--- src/rtl/wis_pkg.sv ---
package wis_pkg;
  localparam int NPIPE = 3;

  typedef enum logic [1:0] {
    PIPE_HEAVY = 2'd0,
    PIPE_LIGHT = 2'd1,
    PIPE_INT   = 2'd2,
    PIPE_OTHER = 2'd3
  } pipe_e;

  typedef enum logic [2:0] {
    CLS_FMAD = 3'd0,
    CLS_IMAD = 3'd1,
    CLS_IALU = 3'd2,
    CLS_FCMP = 3'd3,
    CLS_MISC = 3'd4
  } cls_e;
endpackage

--- src/rtl/wis_steer.sv ---
module wis_steer
  import wis_pkg::*;
(
  input  logic [2:0]       cls,
  input  logic [NPIPE-1:0] first_busy,
  output logic             ok,
  output pipe_e            sel
);
  always_comb begin
    ok  = 1'b1;
    sel = PIPE_OTHER;
    case (cls)
      CLS_FMAD: begin
        if (!first_busy[PIPE_LIGHT]) sel = PIPE_LIGHT;
        else if (!first_busy[PIPE_HEAVY]) sel = PIPE_HEAVY;
        else ok = 1'b0;
      end
      CLS_IMAD: begin
        sel = PIPE_HEAVY;
        ok  = !first_busy[PIPE_HEAVY];
      end
      CLS_IALU, CLS_FCMP: begin
        sel = PIPE_INT;
        ok  = !first_busy[PIPE_INT];
      end
      default: begin
        sel = PIPE_OTHER;
        ok  = 1'b1;
      end
    endcase
  end
endmodule

--- src/rtl/wis_pipe_slot.sv ---
module wis_pipe_slot #(
  parameter int LANES = 16,
  parameter int CNT_W = 16
) (
  input  logic               clk,
  input  logic               rst_n,
  input  logic               accept,
  output logic               first,
  output logic               second,
  output logic [2*LANES-1:0] lanes,
  output logic [CNT_W-1:0]   icnt,
  output logic [CNT_W-1:0]   bcnt
);
  localparam logic [2*LANES-1:0] LO_MASK = {{LANES{1'b0}}, {LANES{1'b1}}};
  localparam logic [2*LANES-1:0] HI_MASK = {{LANES{1'b1}}, {LANES{1'b0}}};

  logic             first_d, second_d;
  logic             icnt_en, bcnt_en;
  logic [CNT_W-1:0] icnt_d, bcnt_d;

  always_comb begin
    first_d  = accept;
    second_d = first;
    icnt_en  = accept;
    bcnt_en  = first | second;
    icnt_d   = icnt + 1'b1;
    bcnt_d   = bcnt + 1'b1;
  end

  always_ff @(posedge clk or negedge rst_n) begin
    if (!rst_n) begin
      first  <= 1'b0;
      second <= 1'b0;
    end else begin
      first  <= first_d;
      second <= second_d;
    end
  end

  always_ff @(posedge clk or negedge rst_n) begin
    if (!rst_n) icnt <= '0;
    else if (icnt_en) icnt <= icnt_d;
  end

  always_ff @(posedge clk or negedge rst_n) begin
    if (!rst_n) bcnt <= '0;
    else if (bcnt_en) bcnt <= bcnt_d;
  end

  always_comb begin
    lanes = '0;
    if (first) lanes = LO_MASK;
    else if (second) lanes = HI_MASK;
  end

  assert_first_then_second_R6: assert property (@(posedge clk) disable iff (!rst_n)
    first |=> second);
  assert_accept_low_half_R6: assert property (@(posedge clk) disable iff (!rst_n)
    accept |=> (lanes == LO_MASK));
  assert_no_back_to_back_R7: assert property (@(posedge clk) disable iff (!rst_n)
    first |=> !first);
endmodule

--- src/rtl/warp_issue_steer.sv ---
module warp_issue_steer
  import wis_pkg::*;
#(
  parameter int LANES = 16,
  parameter int CNT_W = 16
) (
  input  logic                     clk,
  input  logic                     rst_n,
  input  logic                     in_valid,
  input  logic [2:0]               in_class,
  output logic                     in_ready,
  output logic                     iss_valid,
  output logic [1:0]               iss_pipe,
  output logic [NPIPE-1:0]         pass_valid,
  output logic [NPIPE-1:0]         pass_half,
  output logic [NPIPE*2*LANES-1:0] pass_lanes,
  output logic [NPIPE*CNT_W-1:0]   issue_cnt,
  output logic [NPIPE*CNT_W-1:0]   busy_cnt
);
  logic [NPIPE-1:0] first_v, second_v, accept_v;
  logic             steer_ok;
  pipe_e            steer_sel;

  wis_steer u_steer (
    .cls        (in_class),
    .first_busy (first_v),
    .ok         (steer_ok),
    .sel        (steer_sel)
  );

  always_comb begin
    in_ready  = steer_ok;
    iss_valid = in_valid & steer_ok;
    iss_pipe  = steer_sel;
  end

  for (genvar g = 0; g < NPIPE; g++) begin : g_pipe
    assign accept_v[g] = iss_valid && (steer_sel == pipe_e'(g));

    wis_pipe_slot #(.LANES(LANES), .CNT_W(CNT_W)) u_slot (
      .clk    (clk),
      .rst_n  (rst_n),
      .accept (accept_v[g]),
      .first  (first_v[g]),
      .second (second_v[g]),
      .lanes  (pass_lanes[g*2*LANES +: 2*LANES]),
      .icnt   (issue_cnt[g*CNT_W +: CNT_W]),
      .bcnt   (busy_cnt[g*CNT_W +: CNT_W])
    );

    assign pass_valid[g] = first_v[g] | second_v[g];
    assign pass_half[g]  = second_v[g];
  end

  assert_single_start_R1: assert property (@(posedge clk) disable iff (!rst_n)
    $countones(pass_valid & ~pass_half) <= 1);
  assert_imad_heavy_R3: assert property (@(posedge clk) disable iff (!rst_n)
    (iss_valid && in_class == CLS_IMAD) |-> (iss_pipe == PIPE_HEAVY));
  assert_int_pipe_R4: assert property (@(posedge clk) disable iff (!rst_n)
    (iss_valid && (in_class == CLS_IALU || in_class == CLS_FCMP)) |-> (iss_pipe == PIPE_INT));
  assert_misc_ready_R5: assert property (@(posedge clk) disable iff (!rst_n)
    (in_class >= CLS_MISC) |-> in_ready);
  assert_idle_no_start_R8: assert property (@(posedge clk) disable iff (!rst_n)
    !in_valid |=> ((pass_valid & ~pass_half) == '0));
endmodule

--- config.mk ---
export PLATFORM = sky130hd
export DESIGN_NAME = warp_issue_steer
export DESIGN_NICKNAME = d
export VERILOG_FILES = /design/src/rtl/wis_pkg.sv /design/src/rtl/wis_steer.sv /design/src/rtl/wis_pipe_slot.sv /design/src/rtl/warp_issue_steer.sv
export SDC_FILE = /design/constraint.sdc
export NUM_CORES = 1
export LEC_CHECK = 0
export BUFFER_PORTS_ARGS = -buffer_cell sky130_fd_sc_hd__buf_2
export CAP_MARGIN = 20
export CORE_MARGIN = 2
export CORE_UTILIZATION = 49
export CTS_BUF_LIST = sky130_fd_sc_hd__clkbuf_16
export DETAILED_ROUTE_END_ITERATION = 8
export PLACE_DENSITY = 0.93
export SYNTH_ARGS = -nofsm -noshare
export SYNTH_HDL_FRONTEND = slang
export SYNTH_SLANG_ARGS = --single-unit
export TNS_END_PERCENT = 20
--- constraint.sdc ---
create_clock -name clk -period 2.86 [get_ports clk]
set_clock_uncertainty 0.2 [all_clocks]
set_input_delay 0.286 -clock clk [delete_from_list [all_inputs] [get_ports clk]]
set_output_delay 0.286 -clock clk [all_outputs]
set_load 0.01 [all_outputs]
==> flow_metrics.tcl <==
set metrics [dict create \
    crit_fanout 12 \
    cp_num_cells 5 \
    synth_area_per_cell_sq_um 11.07 \
    max_freq_mhz 416.4 \
    endpoint "iss_valid" \
    grt_max_degree 53 \
    clockBufferDepth 2 \
    htreeDepth 3 \
    yosys.area_share.simple 0.1740 \
    crit_path_start "g_pipe[1].u_slot.first$_DFF_PN0_" \
    num_io_pins 208 \
    cp_top_family "simple AND/OR/NAND/NOR gates" \
    synth_xor_area_frac 0.1500 \
    p_leak_nw 3.334 \
    place_congestion 0.8215 \
    syn-num-nets 487 \
    reg2reg_to "g_pipe[2].u_slot.bcnt[13]$_DFFE_PN0P_" \
    cts_root_buf "clkbuf_16" \
    clkLatencyLatePin_ns 0.34 \
    r2r_slack_ns 0.68 \
    place_ws_ns 0.7018 \
    max_stage_delay_ns 0.62 \
    rsz0062_at_grt "false" \
    synthToLayoutAreaGrowth_pct 15.09 \
    synth_seq_cells 102 \
    synth_cells 475 \
    tightest_slew_ns 0.8063 \
    grt_pass1_vias 3491 \
    hold_class "primary input to flop" \
    power_density_nw_per_um2 638.7 \
    crit_chain "nor2_4 > or3_1 > a21o_1 > and2_1 > buf_2" \
    drtPass1Iterations 4 \
    drv_cap 0 \
    grt_overflow_total 0 \
    postSynth.asyncResetShare 1.000 \
    grt.met1_usage 0.2298 \
    dp_hpwl_mm 8.060 \
    antenna_found_initial 0 \
    crit_path_start_kind "flop" \
    setup_slack_ns 0.4585 \
    synth_area_sq_um 5256 \
    drive_gt1_frac 0.4080 \
    relSlewSlack 0.4613 \
    r2r_start "g_pipe[2].u_slot.first$_DFF_PN0_" \
    die_area_sq_um 11570 \
    cts_made_buffers 9 \
    required_ns 2.37 \
    slew_violations 0 \
    met2_usage 0.3109 \
    status "completed" \
    drtIter0Drc 138 \
    layout_commonest_cell "buf_2" \
    cts_tree "built" \
    rr_worst_depth 4 \
    synth_top_family_by_area "simple AND/OR/NAND/NOR gates" \
    fp-row-count 37 \
    ys_types 41 \
    cts_num_sinks 102 \
    cts.reportedPaths.clkPinSlew_ns 0.07 \
    setup_viol 0 \
    num-nets-final 605 \
    grt_pass1_wl_mm 17.04 \
    chipWidth_um 107.6 \
    die_y_um 107.6 \
    mostFrequentLayoutCells "buf_2, dfrtp_1, xnor2_1" \
    gr-max-usage-layer "met2" \
    ant_nets 0 \
    ys.flop_type "dfrtp_1" \
    start_util 0.5069 \
    period_needed_ns 2.401 \
    post_drt_wl_per_cell_um 14.58 \
    viasPerCell 5.008 \
    yosysWarningCount 0 \
    min_period_over_period 0.8397 \
    port_buffers 207 \
    synth_edf_count 0 \
    core_area_sq_um 10370 \
    grt_use_met3 0.04722 \
    num_vias 3676 \
    drc 0 \
    cp.arrival_ns 1.92 \
    antenna_cells 0 \
    synth_compound_area_frac 0.01214 \
    irDropWorstVdd_uv 427.8 \
    total_power_mw 3.864 \
    ctsResizeCount 0 \
    grt.total_usage 0.1844 \
    cp_num_buf_inv 1 \
    tns_ns 0 \
    synth_mux_area_frac 0.01285 \
    worstSetupPathType "flop to primary output" \
    crit_path_top_delay_cell "dfrtp_1" \
    hold_ws_ns 0.02381 \
    synth_fa_ha_area_frac 0.01428 \
    routed_wirelength_mm 10.70 \
    cp-end-kind "primary output" \
    hold_violations 0 \
    cts_setup_buffers 0 \
    seq_area_frac_synth 0.4856 \
]
==> worst register-to-register path, cell delays in order, from the launching register on <==
cell and delay (ns):
dfrtp_1 0.76, o2111ai_1 0.31, nor4_1 0.45, nand4_1 0.19
xnor2_1 0.16
==> repair_timing <==
action | in CTS | in global routing
endpoints found under the hold margin | 50 | 0
hold buffers | 1 | 0
setup endpoints to repair | 0 | 0
==> power breakdown <==
part	leakage, nW	internal [mW]	total [mW]	switching, mW
Sequential	1.38	1.62	1.87	0.251
Clock	0.158	0.762	1.27	0.511
Combinational	1.80	0.334	0.718	0.384
==> synthesized netlist by cell type (2+ instances only) <==
library cell	count	share of area
and4_1	14	0.023
and3_1	8	0.0095
mux2_2	6	0.013
nand4_1	22	0.026
buf_2	2	0.0019
o2111ai_1	2	0.0033
buf_4	100	0.14
nor2b_1	3	0.0036
nor3_4	2	0.0062
nor2_1	19	0.014
ha_1	6	0.014
nor3_1	5	0.0048
xnor2_1	62	0.10
nand3_1	22	0.021
inv_1	5	0.0036
nand2_1	36	0.026
nor4_4	2	0.0081
xor2_1	28	0.047
and2_1	5	0.0060
or2_2	4	0.0048
dfrtp_1	102	0.49
==> area by class of cell <==
class | instances | area, sq um
repair buffers | 211 | 1084
inverters | 5 | 18.77
multi-input cells | 264 | 1909
flip-flops and latches | 102 | 2552
well taps | 136 | 170.2
fillers | 875 | 4320
clock inverters | 7 | 90.09
clock buffers | 9 | 225.2
==> per-stage QoR <==
stage	std cells	area, sq um	util
floorplan	475	5256	-
global placement	717	5724	0.5520
detailed placement	717	5724	0.5520
CTS	734	6050	0.5834
global route	734	6050	0.5834
finish	734	6050	0.5834
==> state kept, by name (all words and copies together) (netlist names) <==
signal                cells
g_pipe.u_slot.second      3
g_pipe.u_slot.first       3
g_pipe.u_slot.icnt       48
g_pipe.u_slot.bcnt       48
==> cell families after synthesis <==
family,count (synthesis)
AO/OA/AOI/OAI,8
XOR/XNOR,90
adder cells (fa/ha/maj),6
buffers and inverters,109
flip-flops,102
multiplexers,6
AND/OR/NAND/NOR,154
==> worst min path at each step <==
| stage | start | to | slack [ns] | cells after the start |
|---|---|---|---|---|
| finish | in_class[0] | g_pipe[1].u_slot.first$_DFF_PN0_ | 0.02 | 2 |
| global route | in_class[0] | g_pipe[1].u_slot.first$_DFF_PN0_ | 0.03 | 2 |
| CTS | in_class[0] | g_pipe[1].u_slot.first$_DFF_PN0_ | 0.02 | 2 |
| detailed placement | rst_n | g_pipe[0].u_slot.icnt[9]$_DFFE_PN0P_ | 0.16 | 1 |
| global placement | rst_n | g_pipe[0].u_slot.icnt[9]$_DFFE_PN0P_ | 0.15 | 1 |
| floorplan | rst_n | g_pipe[0].u_slot.bcnt[0]$_DFFE_PN0P_ | -0.21 | 0 |
==> metal layers <==
layer / vias up / wire (um)
li1: 1732 / -
met1: 1793 / 4428
met2: 138 / 5373
met3: 13 / 743
met4: 0 / 156
met5: - / 0
Power figures use the tool's default switching activity.
